===== src/rtl/pwm_pkg.sv =====
package pwm_pkg;
  typedef enum logic [1:0] {
    ACT_NOP = 2'b00,
    ACT_CLR = 2'b01,
    ACT_SET = 2'b10,
    ACT_TGL = 2'b11
  } act_e;

  localparam int NUM_EVT  = 6;
  localparam int CFG_W    = 2 * NUM_EVT;
  localparam int NUM_CMP  = 2;
  localparam int NUM_OUT  = 2;

  // event index order doubles as ascending priority
  localparam int EV_ZRO = 0;
  localparam int EV_PRD = 1;
  localparam int EV_CAU = 2;
  localparam int EV_CAD = 3;
  localparam int EV_CBU = 4;
  localparam int EV_CBD = 5;

  localparam int ADR_CTRL = 0;
  localparam int ADR_PRD  = 1;
  localparam int ADR_PHS  = 2;
  localparam int ADR_CMP0 = 3;
  localparam int ADR_ACT0 = 5;

  localparam logic [1:0] MODE_UPDN = 2'b01;
endpackage


===== src/rtl/pwm_regs.sv =====
module pwm_regs
  import pwm_pkg::*;
#(
  parameter int CNT_W  = 16,
  parameter int ADDR_W = 3
) (
  input  logic              clk,
  input  logic              rst,
  input  logic              wr_en,
  input  logic [ADDR_W-1:0] wr_addr,
  input  logic [CNT_W-1:0]  wr_data,
  input  logic              cnt_zero,
  output logic              run,
  output logic              ph_en,
  output logic              sel_flow,
  output logic [CNT_W-1:0]  prd_act,
  output logic [CNT_W-1:0]  phase_val,
  output logic [CNT_W-1:0]  cmpa_act,
  output logic [CNT_W-1:0]  cmpb_act,
  output logic [CFG_W-1:0]  cfg_a,
  output logic [CFG_W-1:0]  cfg_b
);
  logic [1:0]       mode_q;
  logic [CNT_W-1:0] prd_sh;
  logic [CNT_W-1:0] cmp_sh  [NUM_CMP];
  logic [CNT_W-1:0] cmp_act [NUM_CMP];
  logic [CFG_W-1:0] cfg_q   [NUM_OUT];

  always_ff @(posedge clk) begin
    if (rst) begin
      mode_q    <= '0;
      ph_en     <= 1'b0;
      sel_flow  <= 1'b0;
      prd_sh    <= '0;
      prd_act   <= '0;
      phase_val <= '0;
    end else begin
      if (cnt_zero) prd_act <= prd_sh;
      if (wr_en) begin
        if (wr_addr == ADDR_W'(ADR_CTRL)) begin
          mode_q   <= wr_data[1:0];
          ph_en    <= wr_data[2];
          sel_flow <= wr_data[3];
        end
        if (wr_addr == ADDR_W'(ADR_PRD)) prd_sh    <= wr_data;
        if (wr_addr == ADDR_W'(ADR_PHS)) phase_val <= wr_data;
      end
    end
  end

  for (genvar g = 0; g < NUM_CMP; g++) begin : g_cmp
    always_ff @(posedge clk) begin
      if (rst) begin
        cmp_sh[g]  <= '0;
        cmp_act[g] <= '0;
      end else begin
        if (cnt_zero) cmp_act[g] <= cmp_sh[g];
        if (wr_en && wr_addr == ADDR_W'(ADR_CMP0 + g)) cmp_sh[g] <= wr_data;
      end
    end
  end

  for (genvar g = 0; g < NUM_OUT; g++) begin : g_cfg
    always_ff @(posedge clk) begin
      if (rst) cfg_q[g] <= '0;
      else if (wr_en && wr_addr == ADDR_W'(ADR_ACT0 + g)) cfg_q[g] <= wr_data[CFG_W-1:0];
    end
  end

  assign run      = (mode_q == MODE_UPDN);
  assign cmpa_act = cmp_act[0];
  assign cmpb_act = cmp_act[1];
  assign cfg_a    = cfg_q[0];
  assign cfg_b    = cfg_q[1];
endmodule


===== src/rtl/pwm_timebase.sv =====
module pwm_timebase #(
  parameter int CNT_W = 16
) (
  input  logic             clk,
  input  logic             rst,
  input  logic             run,
  input  logic             ph_en,
  input  logic             sel_flow,
  input  logic [CNT_W-1:0] prd,
  input  logic [CNT_W-1:0] phase,
  input  logic             sync_in,
  output logic [CNT_W-1:0] count,
  output logic             dir_up,
  output logic             sync_out
);
  logic at_zero;
  assign at_zero = (count == '0);

  always_ff @(posedge clk) begin
    if (rst) begin
      count    <= '0;
      dir_up   <= 1'b1;
      sync_out <= 1'b0;
    end else begin
      sync_out <= sel_flow ? sync_in : (run && at_zero);
      if (run) begin
        if (ph_en && sync_in) begin
          count  <= phase;
          dir_up <= 1'b1;
        end else if (dir_up) begin
          if (count >= prd) begin
            dir_up <= 1'b0;
            count  <= at_zero ? count : count - 1'b1;
          end else begin
            count <= count + 1'b1;
          end
        end else begin
          if (at_zero) begin
            dir_up <= 1'b1;
            count  <= (prd == '0) ? '0 : CNT_W'(1);
          end else begin
            count <= count - 1'b1;
          end
        end
      end
    end
  end
endmodule


===== src/rtl/pwm_action.sv =====
module pwm_action
  import pwm_pkg::*;
#(
  parameter int CNT_W = 16
) (
  input  logic             clk,
  input  logic             rst,
  input  logic             run,
  input  logic [CNT_W-1:0] count,
  input  logic             dir_up,
  input  logic [CNT_W-1:0] prd,
  input  logic [CNT_W-1:0] cmpa,
  input  logic [CNT_W-1:0] cmpb,
  input  logic [CFG_W-1:0] cfg,
  output logic             out
);
  logic [NUM_EVT-1:0] ev;
  act_e               pick;

  always_comb begin
    ev         = '0;
    ev[EV_ZRO] = (count == '0);
    ev[EV_PRD] = (count == prd);
    ev[EV_CAU] = (count == cmpa) && dir_up;
    ev[EV_CAD] = (count == cmpa) && !dir_up;
    ev[EV_CBU] = (count == cmpb) && dir_up;
    ev[EV_CBD] = (count == cmpb) && !dir_up;
  end

  // later index overrides earlier: ascending priority
  always_comb begin
    pick = ACT_NOP;
    for (int i = 0; i < NUM_EVT; i++) begin
      if (ev[i] && act_e'(cfg[2*i +: 2]) != ACT_NOP) pick = act_e'(cfg[2*i +: 2]);
    end
  end

  always_ff @(posedge clk) begin
    if (rst) begin
      out <= 1'b0;
    end else if (run) begin
      unique case (pick)
        ACT_CLR: out <= 1'b0;
        ACT_SET: out <= 1'b1;
        ACT_TGL: out <= ~out;
        default: out <= out;
      endcase
    end
  end
endmodule


===== src/rtl/pwm_updown_sync.sv =====
module pwm_updown_sync
  import pwm_pkg::*;
#(
  parameter int CNT_W  = 16,
  parameter int ADDR_W = 3
) (
  input  logic              clk,
  input  logic              rst,
  input  logic              wr_en,
  input  logic [ADDR_W-1:0] wr_addr,
  input  logic [CNT_W-1:0]  wr_data,
  input  logic              sync_in,
  output logic              sync_out,
  output logic              pwm_a,
  output logic              pwm_b,
  output logic [CNT_W-1:0]  count
);
  logic             run, ph_en, sel_flow, dir_up;
  logic [CNT_W-1:0] prd_act, phase_val, cmpa_act, cmpb_act;
  logic [CFG_W-1:0] cfg_a, cfg_b;
  logic [CFG_W-1:0] cfg_w [NUM_OUT];
  logic             out_w [NUM_OUT];

  pwm_regs #(.CNT_W(CNT_W), .ADDR_W(ADDR_W)) u_regs (
    .clk(clk), .rst(rst), .wr_en(wr_en), .wr_addr(wr_addr), .wr_data(wr_data),
    .cnt_zero(count == '0), .run(run), .ph_en(ph_en), .sel_flow(sel_flow),
    .prd_act(prd_act), .phase_val(phase_val), .cmpa_act(cmpa_act),
    .cmpb_act(cmpb_act), .cfg_a(cfg_a), .cfg_b(cfg_b)
  );

  pwm_timebase #(.CNT_W(CNT_W)) u_tb (
    .clk(clk), .rst(rst), .run(run), .ph_en(ph_en), .sel_flow(sel_flow),
    .prd(prd_act), .phase(phase_val), .sync_in(sync_in),
    .count(count), .dir_up(dir_up), .sync_out(sync_out)
  );

  assign cfg_w[0] = cfg_a;
  assign cfg_w[1] = cfg_b;

  for (genvar g = 0; g < NUM_OUT; g++) begin : g_out
    pwm_action #(.CNT_W(CNT_W)) u_aq (
      .clk(clk), .rst(rst), .run(run), .count(count), .dir_up(dir_up),
      .prd(prd_act), .cmpa(cmpa_act), .cmpb(cmpb_act), .cfg(cfg_w[g]),
      .out(out_w[g])
    );
  end

  assign pwm_a = out_w[0];
  assign pwm_b = out_w[1];
endmodule


===== config.mk =====
export PLATFORM = sky130hd
export DESIGN_NAME = pwm_updown_sync
export DESIGN_NICKNAME = d
export VERILOG_FILES = /design/src/rtl/pwm_pkg.sv /design/src/rtl/pwm_regs.sv /design/src/rtl/pwm_timebase.sv /design/src/rtl/pwm_action.sv /design/src/rtl/pwm_updown_sync.sv
export SDC_FILE = /design/constraint.sdc
export NUM_CORES = 1
export LEC_CHECK = 0
export BUFFER_PORTS_ARGS = -buffer_cell sky130_fd_sc_hd__buf_2
export CAP_MARGIN = 25
export CORE_MARGIN = 8
export CORE_UTILIZATION = 55
export DETAILED_ROUTE_END_ITERATION = 10
export GPL_ROUTABILITY_DRIVEN = 0
export GPL_TIMING_DRIVEN = 0
export PLACE_DENSITY = 0.73
export SKIP_CTS_REPAIR_TIMING = 1
export SYNTH_ARGS = -nofsm -noshare
export SYNTH_HDL_FRONTEND = slang
export SYNTH_SLANG_ARGS = --single-unit

===== constraint.sdc =====
create_clock -name clk -period 2.4 [get_ports clk]
set_clock_uncertainty 0.1 [all_clocks]
set_input_delay 0.36 -clock clk [delete_from_list [all_inputs] [get_ports clk]]
set_output_delay 0.36 -clock clk [all_outputs]
set_load 0.005 [all_outputs]

==> results.toml <==
[status]
status = "finished, violations left"
violations = "setup timing"

[finish]
utilization_pct = 70.0
nFillCells = 984
final_cells = 1105
num_antenna_cells = 0
fin_area_mm2 = 0.00976
syn2layout_area_growth_pct = 23.7
drive_above_1_share_pct = 24.0
nets = 954

[min_path]
hold_depth = 3
min_path_type = "input pin to register"

[critical_path]
cp.required_ps = 2580
critPathLaunchType = "register"
worstPathArrival_ps = 2890
r2r_cells = 11
crit_fanout = 8
criticalPathCategory = "register to register"
cp-end-kind = "register"

[place]
place_ws_ps = -670
placed_area_mm2 = 0.00835
hpwl_um = 15900
numPortBuffers = 41
placedCellCount = 1046

[sta]
finalHoldViolations = 0
fin_crit_ps = 2710
drv_slew = 0
setup-violations-final = 49
relSlewSlack_pct = 43.5
fmax_ghz = 0.369
finalCritPeriodShare_pct = 113
grt_setup_unrepaired = "true"
max_slew.worst_pin.slew_ps = 847
fin_ws_ps = -310
tns_ps = -7470

[global_route]
antenna_found_initial = 0
grt_pass1_wl_um = 33900
grt_pass1_vias = 6329
grt_start_max_net_pins = 33
grtUsageTotal_pct = 24.2
overflow = 0

[floorplan]
ios = 42
die_y_um = 136
die-area_mm2 = 0.0184
core_region_area_mm2 = 0.0139
rows = 43
chipWidth_um = 136
start_util_pct = 56.6

[power]
p_per_area_mw_per_mm2 = 729
p_leak_nw = 3.78
ir_drop_mv = 0.510

[clock_tree]
clkTransAtPathRegs_ps = 60
clockBufferDepth = 2
cts_max_level = 4
root_buffer = "clkbuf_16"
cts_tree = "yes"
clk_latency_ps = 420
cts_made_buffers = 17
clock-sinks = 160

[drt]
wirelength_um = 23500
route.detailed.drc = 0
wl_per_cell_um = 21.3
firstDrtPassIters = 7
viasPerCell = 6.19
antenna_left = 0
first_iter_violations = 1101
vias = 6845

[synth]
synthFlopType = "edfxtp_1"
syn_inst = 825
seq_area_frac_synth_pct = 51.8
synth_area_leader_cell = "edfxtp_1"
synth-async-reset-ratio_pct = 0
ys_types = 52
synth_nets = 867
synth_edf_count = 88
synth_top_area_share_pct = 33.5
yosysWarningCount = 0
synth.area.top_cells = "edfxtp_1 (34%), dfxtp_1 (18%), and2_1 (7.2%), nand2_1 (6.2%), a21oi_1 (4.4%)"
synth.avg_cell_area_um2 = 9.56
netlist_area_mm2 = 0.00789
ys_seq_elements = 160

[flow_run]
max_cap_violations = 0
[synthesized netlist by cell type (all sizes together) (6+ instances only)]
cell and instances:
xor2 39, nor4 16, o21ai 25, nand2 130, inv 24, buf 7
ha 19, dfxtp 72, clkbuf 48, nand2b 7, nor2 48, a31oi 7
nor3 15, a21oi 69, nor2b 8, o31ai 6, and3 7, edfxtp 88
nand3 19, nand4 10, a221oi 6, and2 91
[worst paths after layout]
kind / start / end / slack (ps)
worst max-delay path: u_regs.prd_act[1]$_SDFFE_PP0N_ / u_tb.count[8]$_SDFFE_PP0P_ / -310
worst min-delay path: wr_data[15] / u_regs.prd_sh[15]$_SDFFE_PP0P_ / 130
worst max register to register: u_regs.prd_act[1]$_SDFFE_PP0N_ / u_tb.count[8]$_SDFFE_PP0P_ / -310
worst min register to register: u_regs.prd_sh[6]$_SDFFE_PP0P_ / u_regs.prd_act[6]$_SDFFE_PP0N_ / 350
[per-stage QoR]
stage	total power, W	hold slack, ps
6_report	0.00711	132
5_1_grt	0.00734	111
4_1_cts	0.00676	116
2_1_floorplan	0.00388	332
3_3_place_gp	0.00415	343
3_5_place_dp	0.00419	351
[per-layer routing]
layer | GRT usage [%] | up-vias | routed length, µm
met1 | 32.2 | 3207 | 9720
met3 | 6.94 | 64 | 2430
met4 | 9.62 | 0 | 573
met2 | 36.5 | 495 | 10800
met5 | 0 | - | 0
li1 | - | 3079 | -
[logic make-up (layout without fill, tap and decap cells)]
family                     count (synthesis)  after routing  share of synthesized area (%)
AOI/OAI and AO/OA                        151            151                           12.2
xor gates and xnor gates                  41             41                           4.55
adders and majority gates                 19             19                           3.01
buffers and inverters                     79            176                           4.00
DFF                                      160            160                           51.8
muxes                                      9              9                           1.21
and+or+nand+nor                          366            369                           23.3
[where the power goes]
| part | internal (W) | total (W) | switching, W |
|---|---|---|---|
| Sequential | 0.00312 | 0.00323 | 0.000107 |
| Clock | 0.00151 | 0.00261 | 0.00110 |
| Combinational | 0.000542 | 0.00127 | 0.000726 |
| Total | 0.00517 | 0.00711 | 0.00193 |
[state kept, by name, indices dropped and copies added (netlist names)]
| register | count |
|---|---|
| u_regs.prd_act | 16 |
| u_tb.sync_out | 1 |
| u_regs.cmp_act | 32 |
| u_regs.ph_en | 1 |
| u_regs.mode_q | 2 |
| u_tb.count | 16 |
| u_regs.cfg_q | 24 |
| g_out.u_aq.out | 2 |
| u_regs.prd_sh | 16 |
| u_regs.cmp_sh | 32 |
| u_tb.dir_up | 1 |
| u_regs.sel_flow | 1 |
| u_regs.phase_val | 16 |
[cells in the final DEF (no fill, tap or decap), drive strengths merged, types with 5 or more instances in the layout]
cell,instances
nor3,15
nand2b,10
nand2,130
a31oi,7
ha,19
a221oi,6
a221o,5
xor2,39
nor2b,8
nor2,48
inv,29
nor4,16
and2,91
edfxtp,88
nand4,10
dfxtp,72
nand3,19
o21ai,25
and3,7
o31ai,6
a21oi,69
clkbuf,52
mux2i,5
buf,91
a311oi,5
[worst max-delay path, stage by stage, from the launching register on]
cell      delay, ps
dfxtp_4         360
inv_1            40
ha_1            280
nor2b_1         140
o211ai_1        190
a211o_1         180
nand4_1         110
buf_6           160
a41oi_4         400
o31ai_2         140
a221o_1         310
nor3b_1         130
[area by class of cell]
| cell class | instances | area (µm²) | area share (%) |
|---|---|---|---|
| buffer | 53 | 382 | 3.91 |
| inverter | 24 | 92.6 | 0.949 |
| sequential | 160 | 4130 | 42.4 |
| clock buffer | 23 | 510 | 5.23 |
| multi-input combinational | 589 | 3900 | 40.0 |
| tap | 180 | 225 | 2.31 |
| clock inverter | 9 | 67.6 | 0.693 |
| timing repair buffer | 67 | 443 | 4.54 |
Note: power is estimated with default switching activity, not from simulation.
